File: src/rtl/scroll_pkg.sv
package scroll_pkg;

   typedef enum logic [1:0] {
      SEL_CTRL   = 2'd0,
      SEL_SCROLL = 2'd1,
      SEL_ADDR   = 2'd2,
      SEL_STATUS = 2'd3
   } reg_sel_e;

   // position of the row-step flag in a control write
   localparam int unsigned ROW_STEP_BIT = 2;

endpackage

File: src/rtl/scroll_latch_unit.sv
module scroll_latch_unit
   import scroll_pkg::*;
#(
   parameter int unsigned CX_W   = 5,
   parameter int unsigned FY_W   = 3,
   parameter int unsigned DATA_W = 8,
   localparam int unsigned ADDR_W = FY_W + 2 + 2 * CX_W
) (
   input  logic              wr,
   input  logic              rd,
   input  logic [1:0]        sel,
   input  logic [DATA_W-1:0] data,
   input  logic [ADDR_W-1:0] t_in,
   input  logic [FY_W-1:0]   fx_in,
   input  logic              tog_in,
   input  logic              row_in,
   output logic [ADDR_W-1:0] t_next,
   output logic [FY_W-1:0]   fx_next,
   output logic              tog_next,
   output logic              row_next,
   output logic              load_v
);

   localparam int unsigned CY_LO = CX_W;
   localparam int unsigned NTX   = 2 * CX_W;
   localparam int unsigned NTY   = 2 * CX_W + 1;
   localparam int unsigned FY_LO = 2 * CX_W + 2;
   localparam int unsigned HI_W  = ADDR_W - 1 - DATA_W;

   reg_sel_e sel_e;
   assign sel_e = reg_sel_e'(sel);

   always_comb begin
      t_next   = t_in;
      fx_next  = fx_in;
      tog_next = tog_in;
      row_next = row_in;
      load_v   = 1'b0;
      if (rd && sel_e == SEL_STATUS) begin
         tog_next = 1'b0;
      end
      if (wr) begin
         case (sel_e)
            SEL_CTRL: begin
               t_next[NTY:NTX] = data[1:0];
               row_next        = data[ROW_STEP_BIT];
            end
            SEL_SCROLL: begin
               if (!tog_in) begin
                  t_next[CX_W-1:0] = data[DATA_W-1:FY_W];
                  fx_next          = data[FY_W-1:0];
               end else begin
                  t_next[FY_LO +: FY_W] = data[FY_W-1:0];
                  t_next[CY_LO +: CX_W] = data[DATA_W-1:FY_W];
               end
               tog_next = ~tog_in;
            end
            SEL_ADDR: begin
               if (!tog_in) begin
                  t_next[DATA_W +: HI_W] = data[HI_W-1:0];
                  t_next[ADDR_W-1]       = 1'b0;
               end else begin
                  t_next[DATA_W-1:0] = data;
                  load_v             = 1'b1;
               end
               tog_next = ~tog_in;
            end
            default: ;
         endcase
      end
   end

endmodule

File: src/rtl/scroll_walk_unit.sv
module scroll_walk_unit #(
   parameter int unsigned CX_W         = 5,
   parameter int unsigned FY_W         = 3,
   parameter int unsigned LAST_ROW     = 29,
   parameter bit          ROW_LIMIT_EN = 1'b1,
   localparam int unsigned ADDR_W = FY_W + 2 + 2 * CX_W
) (
   input  logic [ADDR_W-1:0] v_in,
   input  logic [ADDR_W-1:0] t_in,
   input  logic              row_step,
   input  logic              data_step,
   input  logic              h_step,
   input  logic              v_step,
   input  logic              h_reload,
   input  logic              v_reload,
   output logic [ADDR_W-1:0] v_next
);

   localparam int unsigned CY_LO = CX_W;
   localparam int unsigned NTX   = 2 * CX_W;
   localparam int unsigned NTY   = 2 * CX_W + 1;
   localparam int unsigned FY_LO = 2 * CX_W + 2;
   localparam logic [ADDR_W-1:0] STEP_ONE = ADDR_W'(1);
   localparam logic [ADDR_W-1:0] STEP_ROW = ADDR_W'(1) << CX_W;
   localparam logic [CX_W-1:0]   LAST_V   = CX_W'(LAST_ROW);

   logic [CX_W-1:0]   cy;
   logic [FY_W-1:0]   fy;
   logic [CX_W-1:0]   cx;
   logic              row_hit;
   logic [ADDR_W-1:0] vert_v;
   logic [ADDR_W-1:0] horz_v;

   assign cy = v_in[CY_LO +: CX_W];
   assign fy = v_in[FY_LO +: FY_W];
   assign cx = v_in[CX_W-1:0];

   generate
      if (ROW_LIMIT_EN) begin : g_row_limit
         assign row_hit = (cy == LAST_V);
      end else begin : g_row_plain
         assign row_hit = 1'b0;
      end
   endgenerate

   always_comb begin
      vert_v = v_in;
      if (fy != {FY_W{1'b1}}) begin
         vert_v[FY_LO +: FY_W] = fy + FY_W'(1);
      end else begin
         vert_v[FY_LO +: FY_W] = '0;
         if (row_hit) begin
            vert_v[CY_LO +: CX_W] = '0;
            vert_v[NTY]           = ~v_in[NTY];
         end else begin
            vert_v[CY_LO +: CX_W] = cy + CX_W'(1);
         end
      end
   end

   always_comb begin
      horz_v = v_in;
      horz_v[CX_W-1:0] = cx + CX_W'(1);
      if (cx == {CX_W{1'b1}}) begin
         horz_v[NTX] = ~v_in[NTX];
      end
   end

   always_comb begin
      v_next = v_in;
      if (v_reload) begin
         v_next = t_in;
      end else if (h_reload) begin
         v_next[CX_W-1:0] = t_in[CX_W-1:0];
         v_next[NTX]      = t_in[NTX];
      end else if (v_step) begin
         v_next = vert_v;
      end else if (h_step) begin
         v_next = horz_v;
      end else if (data_step) begin
         v_next = v_in + (row_step ? STEP_ROW : STEP_ONE);
      end
   end

endmodule

File: src/rtl/scroll_addr_regs.sv
module scroll_addr_regs
   import scroll_pkg::*;
#(
   parameter int unsigned CX_W         = 5,
   parameter int unsigned FY_W         = 3,
   parameter int unsigned DATA_W       = 8,
   parameter int unsigned LAST_ROW     = 29,
   parameter bit          ROW_LIMIT_EN = 1'b1,
   localparam int unsigned ADDR_W = FY_W + 2 + 2 * CX_W
) (
   input  logic              clk,
   input  logic              rst,
   input  logic              cpu_wr,
   input  logic              cpu_rd,
   input  logic [1:0]        cpu_sel,
   input  logic [DATA_W-1:0] cpu_wdata,
   input  logic              data_step,
   input  logic              h_step,
   input  logic              v_step,
   input  logic              h_reload,
   input  logic              v_reload,
   output logic [ADDR_W-1:0] vaddr_o,
   output logic [ADDR_W-1:0] taddr_o,
   output logic [FY_W-1:0]   fine_x_o
);

   localparam int unsigned NTX   = 2 * CX_W;
   localparam int unsigned NTY   = 2 * CX_W + 1;
   localparam int unsigned CY_LO = CX_W;
   localparam int unsigned FY_LO = 2 * CX_W + 2;

   generate
      if (DATA_W != CX_W + FY_W) begin : g_bad_data_w
         $error("scroll_addr_regs: DATA_W must equal CX_W + FY_W");
      end
      if (ADDR_W <= DATA_W + 1) begin : g_bad_addr_w
         $error("scroll_addr_regs: address too narrow for two-byte load");
      end
      if (LAST_ROW >= (1 << CX_W)) begin : g_bad_row
         $error("scroll_addr_regs: LAST_ROW out of coarse range");
      end
   endgenerate

   logic [ADDR_W-1:0] v_q, t_q, t_d, walk_v;
   logic [FY_W-1:0]   fx_q, fx_d;
   logic              tog_q, tog_d, row_q, row_d, load_v;

   scroll_latch_unit #(.CX_W(CX_W), .FY_W(FY_W), .DATA_W(DATA_W)) u_latch (
      .wr(cpu_wr), .rd(cpu_rd), .sel(cpu_sel), .data(cpu_wdata),
      .t_in(t_q), .fx_in(fx_q), .tog_in(tog_q), .row_in(row_q),
      .t_next(t_d), .fx_next(fx_d), .tog_next(tog_d), .row_next(row_d),
      .load_v(load_v)
   );

   scroll_walk_unit #(
      .CX_W(CX_W), .FY_W(FY_W), .LAST_ROW(LAST_ROW), .ROW_LIMIT_EN(ROW_LIMIT_EN)
   ) u_walk (
      .v_in(v_q), .t_in(t_q), .row_step(row_q), .data_step(data_step),
      .h_step(h_step), .v_step(v_step), .h_reload(h_reload),
      .v_reload(v_reload), .v_next(walk_v)
   );

   always_ff @(posedge clk) begin
      if (rst) begin
         v_q   <= '0;
         t_q   <= '0;
         fx_q  <= '0;
         tog_q <= 1'b0;
         row_q <= 1'b0;
      end else begin
         v_q   <= load_v ? t_d : walk_v;
         t_q   <= t_d;
         fx_q  <= fx_d;
         tog_q <= tog_d;
         row_q <= row_d;
      end
   end

   assign vaddr_o  = v_q;
   assign taddr_o  = t_q;
   assign fine_x_o = fx_q;

   logic sel_status, sel_ctrl, addr_second, quiet_cpu, hstep_only, dstep_only;
   assign sel_status  = (cpu_sel == 2'(SEL_STATUS));
   assign sel_ctrl    = (cpu_sel == 2'(SEL_CTRL));
   assign addr_second = cpu_wr && (cpu_sel == 2'(SEL_ADDR)) && tog_q;
   assign quiet_cpu   = !addr_second;
   assign hstep_only  = h_step && !v_step && !h_reload && !v_reload && quiet_cpu;
   assign dstep_only  = data_step && !h_step && !v_step && !h_reload && !v_reload
                        && quiet_cpu;


   ctrl_nt_chk: assert property (@(posedge clk) disable iff (rst)
      cpu_wr && sel_ctrl |=> taddr_o[NTY:NTX] == $past(cpu_wdata[1:0]));


   status_clear_chk: assert property (@(posedge clk) disable iff (rst)
      cpu_rd && sel_status |=> !tog_q);


   hstep_cx_chk: assert property (@(posedge clk) disable iff (rst)
      hstep_only |=> vaddr_o[CX_W-1:0] == CX_W'($past(vaddr_o[CX_W-1:0]) + 1)
                     && vaddr_o[NTY] == $past(vaddr_o[NTY])
                     && vaddr_o[FY_LO +: FY_W] == $past(vaddr_o[FY_LO +: FY_W])
                     && vaddr_o[CY_LO +: CX_W] == $past(vaddr_o[CY_LO +: CX_W]));


   vreload_chk: assert property (@(posedge clk) disable iff (rst)
      v_reload && quiet_cpu |=> vaddr_o == $past(taddr_o));


   dstep_chk: assert property (@(posedge clk) disable iff (rst)
      dstep_only |=> vaddr_o == ADDR_W'($past(vaddr_o)
                     + ($past(row_q) ? (ADDR_W'(1) << CX_W) : ADDR_W'(1))));


   addr_prio_chk: assert property (@(posedge clk) disable iff (rst)
      addr_second |=> vaddr_o == taddr_o && !tog_q);

endmodule

File: config.mk
export PLATFORM = sky130hd
export DESIGN_NAME = scroll_addr_regs
export DESIGN_NICKNAME = d
export VERILOG_FILES = /design/src/rtl/scroll_pkg.sv /design/src/rtl/scroll_latch_unit.sv /design/src/rtl/scroll_walk_unit.sv /design/src/rtl/scroll_addr_regs.sv
export SDC_FILE = /design/constraint.sdc
export NUM_CORES = 1
export LEC_CHECK = 0
export ABC_AREA = 0
export BUFFER_PORTS_ARGS = -buffer_cell sky130_fd_sc_hd__buf_2
export CAP_MARGIN = 10
export CORE_MARGIN = 3
export CORE_UTILIZATION = 40
export CTS_BUF_LIST = sky130_fd_sc_hd__clkbuf_8
export DETAILED_ROUTE_END_ITERATION = 7
export GPL_TIMING_DRIVEN = 0
export HOLD_SLACK_MARGIN = 0.1
export PLACE_DENSITY = 0.61
export SYNTH_ARGS = -nofsm -noshare
export SYNTH_HDL_FRONTEND = slang
export SYNTH_SLANG_ARGS = --single-unit
File: constraint.sdc
create_clock -name clk -period 2.7 [get_ports clk]
set_clock_uncertainty 0.05 [all_clocks]
set_input_delay 0.54 -clock clk [delete_from_list [all_inputs] [get_ports clk]]
set_output_delay 0.54 -clock clk [all_outputs]
set_load 0.005 [all_outputs]
After elaboration in Yosys (flattened, before gate mapping)
Cells that the tools add are included.

Bits in registers: 35. Output and inout port bits: 33.

Add/sub/neg operators: 4. Equal/unequal tests: 12. Mux-type cells: 31. Bitwise gates (word level): 3. Reductions and logical operators: 12.

Operators by type and width (count): two-way mux 15 bit (6); two-way mux 5 bit (6); one-hot mux 10 bit (2 select lines) (1); adder 15 bit (1); != test 4 x 1 -> 1 bit, second input constant (3); adder 5 x 1 -> 5 bit, second input constant (2); == test 5 bit, second input constant (2); two-way mux 1 bit (10); AND reduction 3 bit (3); two-way mux 8 bit (1); two-way mux 7 bit (1); two-way mux 3 bit (2); two-way mux 6 bit (1); one-hot mux 3 bit (2 select lines) (1); != test 5 x 1 -> 1 bit, second input constant (1); AND reduction 5 bit (1); nonzero test 5 bit (1); == test 2 bit, second input constant (2); two-way mux 4 bit (1); != test 4 bit, second input constant (1); one-hot mux 2 bit (2 select lines) (1); AND reduction 2 bit (2); AND reduction 4 bit (1); nonzero test 4 bit (1); other kinds (8) (10).

Longest topological paths before layout
Gate-level depths: netlist of the first run.

Depth in word-level cells: 8. Gate-level depth with buffers: 10. Depth with buffers taken out: 9.

By module
A second synthesis of the first run with hierarchy kept.

Cells, all modules: 358. Area, all modules: 2821.5 um2.

By module, submodules not included: scroll_walk_unit (instances 1, cells an instance 173, area an instance 1136.1 um2, seq. area each 0.0 um2); scroll_addr_regs (instances 1, cells an instance 90, area an instance 1078.5 um2, seq. area each 700.7 um2); scroll_latch_unit (instances 1, cells an instance 95, area an instance 606.8 um2, seq. area each 0.0 um2).

Least setup slack after synthesis of the first run
OpenSTA, ideal clock, no wires.

Kind: in2reg. Start: input cpu_sel[0]. End: register v_q[5], in the netlist vaddr_o[5]. Library setup time: 117 ps. Arrival time: 1934 ps. Required time: 2533 ps. Path slack: 599 ps. Stages: 8. Path through: inv_1 ha_1 and2_1 buf_6 a31o_1 a222oi_1 nand2_1 a32o_1.

Longest elaborated chain between the ends: 5. Elaborated cells on any way between the ends: 12. Those cells by class: eq/ne (5); mux (5); reduce/logical (2).

RTL lines: start: declaration (RTL line scroll_addr_regs.sv:15) `input logic [1:0] cpu_sel,`; == test 2 bit (RTL line scroll_latch_unit.sv:43) `case (sel_e)`; two-way mux 1 bit (RTL line scroll_latch_unit.sv:43); two-way mux 1 bit (RTL line scroll_latch_unit.sv:42) `if (wr) begin`; != test 4 bit (no line), or another cell as far along; AND reduction 4 bit (no line); end signal: assignment (RTL line scroll_addr_regs.sv:71) `v_q <= load_v ? t_d : walk_v;`; end: declaration (RTL line scroll_addr_regs.sv:44) `logic [ADDR_W-1:0] v_q, t_q, t_d, walk_v;`.

Several ways; a longest one is shown, not always the timed one. A chain may end at the register's enable or synchronous reset.

Worst setup path after layout of the first run
Start: register v_q[0], in the netlist vaddr_o[0]. End: register v_q[10], in the netlist vaddr_o[10].

Longest elaborated chain between the ends: 7. Elaborated cells on any way between the ends: 10. Those cells by class: add/sub (1); eq/ne (2); mux (6); reduce/logical (1).

RTL lines: adder 15 bit (RTL line scroll_walk_unit.sv:81) `v_next = v_in + (row_step ? STEP_ROW : STEP_ONE);`; two-way mux 15 bit (RTL line scroll_walk_unit.sv:80) `end else if (data_step) begin`; two-way mux 15 bit (RTL line scroll_walk_unit.sv:78) `end else if (h_step) begin`; two-way mux 15 bit (RTL line scroll_walk_unit.sv:76) `end else if (v_step) begin`; two-way mux 1 bit (RTL line scroll_walk_unit.sv:73) `end else if (h_reload) begin`; two-way mux 15 bit (RTL line scroll_walk_unit.sv:71) `if (v_reload) begin`; two-way mux 15 bit (RTL line scroll_addr_regs.sv:71).

Several ways; a longest one is shown, not always the timed one. The select of a mux whose other input is x is not followed.

==> results of run 1 <==
## cells in the mapped netlist (8+ instances only)
library cell   n
and2_1         8
clkbuf_1      10
nor3_1         8
inv_1         13
ha_1          13
o21ai_0       20
nand2_1       42
o21ai_1        9
buf_2         10
a22oi_1       10
a21oi_1       15
nand3_1       20
nor2_1        32
dfxtp_1       35
## cell families (layout without fill, tap and decap cells)
family / count (synthesis) / after routing / share of synthesized area (%)
AND/OR/NAND/NOR: 136 / 136 / 25.5
AO/OA/AOI/OAI: 104 / 104 / 28.3
buffers and inverters: 37 / 94 / 6.58
flip-flops: 35 / 35 / 27.1
adder cells (fa/ha/maj): 13 / 13 / 6.29
XOR/XNOR: 9 / 9 / 3.05
multiplexers: 8 / 8 / 3.19
## state kept, by name (all words and copies together), names as in the netlist
register  flops
vaddr_o      15
row_q         1
taddr_o      15
fine_x_o      3
tog_q         1
## how the worst max path moves through the flow
stage	slack (ns)	startpoint	end
final	0.39	vaddr_o[0]	vaddr_o[10]
after global routing	0.21	cpu_sel[1]	vaddr_o[8]
after CTS	0.37	vaddr_o[0]	vaddr_o[10]
after detailed placement	0.14	cpu_sel[1]	vaddr_o[8]
after global placement	0.18	cpu_sel[1]	vaddr_o[8]
after floorplan	0.60	cpu_sel[0]	vaddr_o[5]
## area by class of cell
type	count	area share (%)
sequential	35	23.2
clock inverter	1	0.166
inverter	13	1.62
buffer	24	4.02
clock buffer	6	2.74
tap	75	3.11
timing repair buffer	50	8.29
multi-input combinational	270	56.9
## per-layer routing
| layer | vias up | part of all wire, % |
|---|---|---|
| li1 | 1372 | - |
| met1 | 1373 | 46 |
| met2 | 108 | 46 |
| met3 | 17 | 6.6 |
| met4 | 0 | 1.5 |
| met5 | - | 0 |
## per-stage QoR
step | power, mW | std cells | setup WS, ns
after floorplan | 0.736 | 342 | 0.599
after global placement | 0.829 | 467 | 0.180
after detailed placement | 0.830 | 467 | 0.143
after CTS | 1.23 | 474 | 0.373
after global routing | 1.28 | 474 | 0.214
final | 1.23 | 474 | 0.385
## worst register-to-register path, cell delays in order, from the launching register on
cell and delay, ns:
dfxtp_1 0.41, ha_1 0.27, ha_1 0.25, nand4_1 0.11, o21ai_1 0.33, a21oi_1 0.15
xnor2_1 0.14, a221o_1 0.32, a32o_1 0.21
## power by group through the flow
stage,sequential [mW],combinational (mW),clock (mW)
after CTS,0.560,0.260,0.407
after floorplan,0.568,0.168,0
after global routing,0.563,0.292,0.425
final,0.560,0.264,0.408
after global placement,0.571,0.258,0
after detailed placement,0.572,0.258,0
==> reports/metrics.cfg, run 1 <==
[status]
status=finished clean

[synthesis]
yosysSeqAreaShare_pct=27.1
ys_warn_count=0
yosys.area.top_type=dfxtp_1
synth_top_area_share_pct=27.1
syn_nets=374
synthCells=342
synthArstFlopShare_pct=0
ys.flop_type=dfxtp_1
synthDistinctLibCells=60
synth_area_sq_um=2590
ys_ff_latch=35
synth.avg_cell_area_sq_um=7.57
synth_edf_count=0
synthTopCellsByArea=dfxtp_1 (27%), ha_1 (6.3%), nand2_1 (6.1%)

[cts]
clkSinkCount=35
clk_latency_ns=0.29
cts_htree_levels=2
cts_buffers=5
cts_buffer_depth=2
clk_pin_slew_worst_paths_ns=0.08
post_cts_buffers=0
post_cts_resized=0
cts_hold_buffers=0
cts_tree=built
cts-root-buf=clkbuf_8

[power]
internal_power_mw=0.837
seqPwrFrac_pct=45.5
p_leak_nw=1.26
p_per_area_nw_per_um2=408
p_clk_share_pct=33.2
sw_frac_of_total_pct=32.1
p_comb_share_pct=21.4
p_sw_mw=0.395
peakVddDrop_mv=0.304

[layout]
antenna_cells=0
synthToLayoutAreaGrowth_pct=16.7
final_net_count=431
drive_above_1_share_pct=21.1
final_common_cell=buf_2
fin_area_sq_um=3020
nFillCells=651
final_cell_mix=buf_2 (60), nand2_1 (42), dfxtp_1 (35)
final-seq-area_sq_um=701
final_util_pct=49.5
multiInputGateArea_sq_um=1720

[setup_path]
ff2ff_setup_slack_ns=0.39
cp_common_cell=ha_1
crit_slowest_cell=dfxtp_1
cp.required_ns=2.84
path_buf_inv=0
cp.depth=8
r2r_end=vaddr_o[10]
cp-start-kind=flip-flop
path_max_fanout=6
critPathArrivalTime_ns=2.46
worst_path_largest_cell_delay_ns=0.41
rr_worst_depth=8
cp_cell_sequence=ha_1 > ha_1 > nand4_1 > o21ai_1 > a21oi_1 > xnor2_1 > a221o_1 > a32o_1
end_kind=flip-flop
r2r-start=vaddr_o[0]
path_class=reg -> reg
crit_family=compound AO/OA/AOI/OAI gates

[sta]
post-route-min-period_ns=2.31
relSlewSlack_pct=56.2
fmax_mhz=432
setup_viol=0
grt_setup_unrepaired=false
tightest_slew_ns=0.652
slew_viol_final=0
finalCritPeriodShare_pct=85.7
fin_tns_setup_ns=0
worst_hold_slack_ns=0.433
hold_viol=0

[global_routing]
gr-total-overflow=0
grt_use_met2_pct=36.0
grtUsageMet1_pct=31.1
grt_pass1_vias=2563
busiest_layer=met2
grt_use_met3_pct=3.23
grtUsageTotal_pct=22.4
grt_pass1_wl_mm=13.2
antenna_found_initial=0
grt_max_degree=11

[placement]
place_congestion=0.876
placedInstanceArea_sq_um=2930
port_buffers=50
dp_hpwl_mm=6.36

[routing]
drtIter0Drc=227
post_drt_via_cell_ratio=6.05
route.detailed.wl_per_inst_um=17.5
drc=0
ant_nets=0
firstDrtPassIters=5
vias=2870
drt-total-wl_mm=8.31

[run]
cap_violations=0

[floorplan]
die_area_sq_um=7470
start_util_pct=42.4
die_w_um=86.4
core_area_sq_um=6100
dieHeight_um=86.4
pin_count=52
std_cell_rows=28

[min_path]
holdCritPathClass=reg -> reg
holdPathStages=2
hp-start=taddr_o[9]
hold_path_end=taddr_o[9]

No activity file was read; power rests on OpenSTA's default activity.
==> inputs of run 2 (changes only) <==
==> constraint.sdc (replaced) <==
create_clock -name clk -period 2.2 [get_ports clk]
set_clock_uncertainty 0.05 [all_clocks]
set_input_delay 0.44 -clock clk [delete_from_list [all_inputs] [get_ports clk]]
set_output_delay 0.44 -clock clk [all_outputs]
set_load 0.005 [all_outputs]
==> reports/metrics.cfg, run 2 (synthesized netlist as in run 1, its figures left out) <==
[routing]
firstDrtPassIters=4  ; -1
route.detailed.wl_per_inst_um=17.6  ; +0.31%
drc=0  ; unchanged
post_drt_via_cell_ratio=6.05  ; about the same
drtIter0Drc=208  ; -8.4%
drt-total-wl_mm=8.37  ; +0.73%
ant_nets=0  ; unchanged
vias=2882  ; +0.42%

[floorplan]
die_area_sq_um=7470  ; unchanged
std_cell_rows=28  ; unchanged
pin_count=52  ; unchanged
die_w_um=86.4  ; unchanged
start_util_pct=42.4  ; unchanged
core_area_sq_um=6100  ; unchanged
dieHeight_um=86.4  ; unchanged

[min_path]
hold_path_end=row_q
holdPathStages=3  ; +1
holdCritPathClass=in -> reg
hp-start=cpu_wdata[2]

[setup_path]
path_class=reg -> reg
path_max_fanout=7  ; +1
r2r_end=vaddr_o[13]
crit_family=compound AO/OA/AOI/OAI gates
cp.required_ns=2.38  ; -0.46 ns
rr_worst_depth=7  ; -1
ff2ff_setup_slack_ns=0.08  ; -0.31 ns
cp-start-kind=flip-flop
path_buf_inv=0  ; unchanged
crit_slowest_cell=dfxtp_1
cp_cell_sequence=ha_4 > nand4_1 > o21ai_4 > nand3_1 > or3_1 > a211o_1 > a21oi_2
end_kind=flip-flop
r2r-start=vaddr_o[5]
worst_path_largest_cell_delay_ns=0.40  ; about the same
critPathArrivalTime_ns=2.30  ; -0.16 ns
startpoint=vaddr_o[5]

[sta]
relSlewSlack_pct=58.7  ; +2.5 points
post-route-min-period_ns=2.12  ; -0.194 ns
fmax_mhz=472  ; +9.2%
tightest_slew_ns=0.620  ; -0.0323 ns
slew_viol_final=0  ; unchanged
setup_viol=0  ; unchanged
finalCritPeriodShare_pct=96.4  ; +11 points
hold_viol=0  ; unchanged

[power]
peakVddDrop_mv=0.370  ; +22%
p_total_mw=1.51  ; +23%
p_leak_nw=1.28  ; +1.5%
p_per_area_nw_per_um2=489  ; +20%

[global_routing]
grt_pass1_wl_mm=13.2  ; +0.32%
grtUsageTotal_pct=22.5  ; +0.059 points
grt_pass1_vias=2578  ; +0.59%
antenna_found_initial=0  ; unchanged
grt_max_degree=11  ; unchanged
gr-total-overflow=0  ; unchanged

[cts]
cts_buffers=5  ; unchanged
clk_latency_ns=0.29  ; about the same
cts_hold_buffers=0  ; unchanged
cts_buffer_depth=2  ; unchanged
cts-root-buf=clkbuf_8
cts_htree_levels=2  ; unchanged
clkSinkCount=35  ; unchanged
clk_pin_slew_worst_paths_ns=0.08  ; about the same
cts_tree=built

[layout]
final_cell_mix=buf_2 (60), nand2_1 (42), dfxtp_1 (34)
final_net_count=433  ; +0.46%
drive_above_1_share_pct=24.2  ; +3.1 points
antenna_cells=0  ; unchanged
fin_cells=476  ; +0.42%
synthToLayoutAreaGrowth_pct=19.5
final_common_cell=buf_2

[status]
status=finished clean

[placement]
dp_cells=467  ; unchanged
port_buffers=50  ; unchanged
dp_hpwl_mm=6.36  ; unchanged
place_congestion=0.876  ; unchanged

[run]
cap_violations=0  ; unchanged

[run 2: how the worst max path moves through the flow]
stage | end | depth (start not counted) | slack [ns]
6_report | vaddr_o[13] | 7 | 0.08
5_1_grt | vaddr_o[13] | 7 | -0.009
4_1_cts | vaddr_o[10] | 8 | 0.006
3_5_place_dp | vaddr_o[8] | 11 | -0.26
3_3_place_gp | vaddr_o[8] | 11 | -0.22
2_1_floorplan | vaddr_o[10] | 8 | 0.19
[run 2: layer usage]
metal  vias up  track usage, %  share of wire, %
met5         -               0                 0
met4         0            6.66               1.3
met3        11            3.23               5.7
met2        97            36.2                47
met1      1399            31.1                46
li1       1375               -                 -
[run 2: stage by stage]
stage	setup TNS (ns)	instance area, sq um	util, %	setup slack (ns)	hold WS (ns)
final	0	3090	50.7	0.0793	0.410
after global routing	-0.00943	3090	50.7	-0.00943	0.421
after CTS	0	3030	49.6	0.00572	0.396
after detailed placement	-1.46	2930	48.1	-0.257	0.427
after global placement	-1.40	2930	48.1	-0.220	0.412
after floorplan	0	2590	-	0.192	0.403
[run 2: report_power, final]
group          total [mW]  switching, mW  leakage [nW]  internal [mW]
combinational       0.330          0.203         0.945          0.127
sequential          0.689         0.0314         0.285          0.658
clock               0.492          0.246        0.0470          0.246
[run 2: worst reg2reg max path, stage by stage, from the launching register on]
cell and delay (ns):
dfxtp_1 0.40, ha_4 0.32, nand4_1 0.15, o21ai_4 0.25
nand3_1 0.12, or3_1 0.32, a211o_1 0.31, a21oi_2 0.12
[run 2: final cells by class]
cell class	count	area, sq um
Buffer	23	120
Clock buffer	6	82.6
Clock inverter	1	5.00
Fill cell	648	3000
Inverter	13	48.8
Multi-Input combinational cell	270	1770
Sequential cell	35	702
Tap cell	75	93.8
Timing Repair Buffer	53	273
[run 2: timing repair]
item | 4_1_cts | 5_1_grt
buffers inserted | 0 | 3
gates resized for setup | 2 | 11
setup endpoints to repair | 1 | 8
pin swaps | 0 | 2
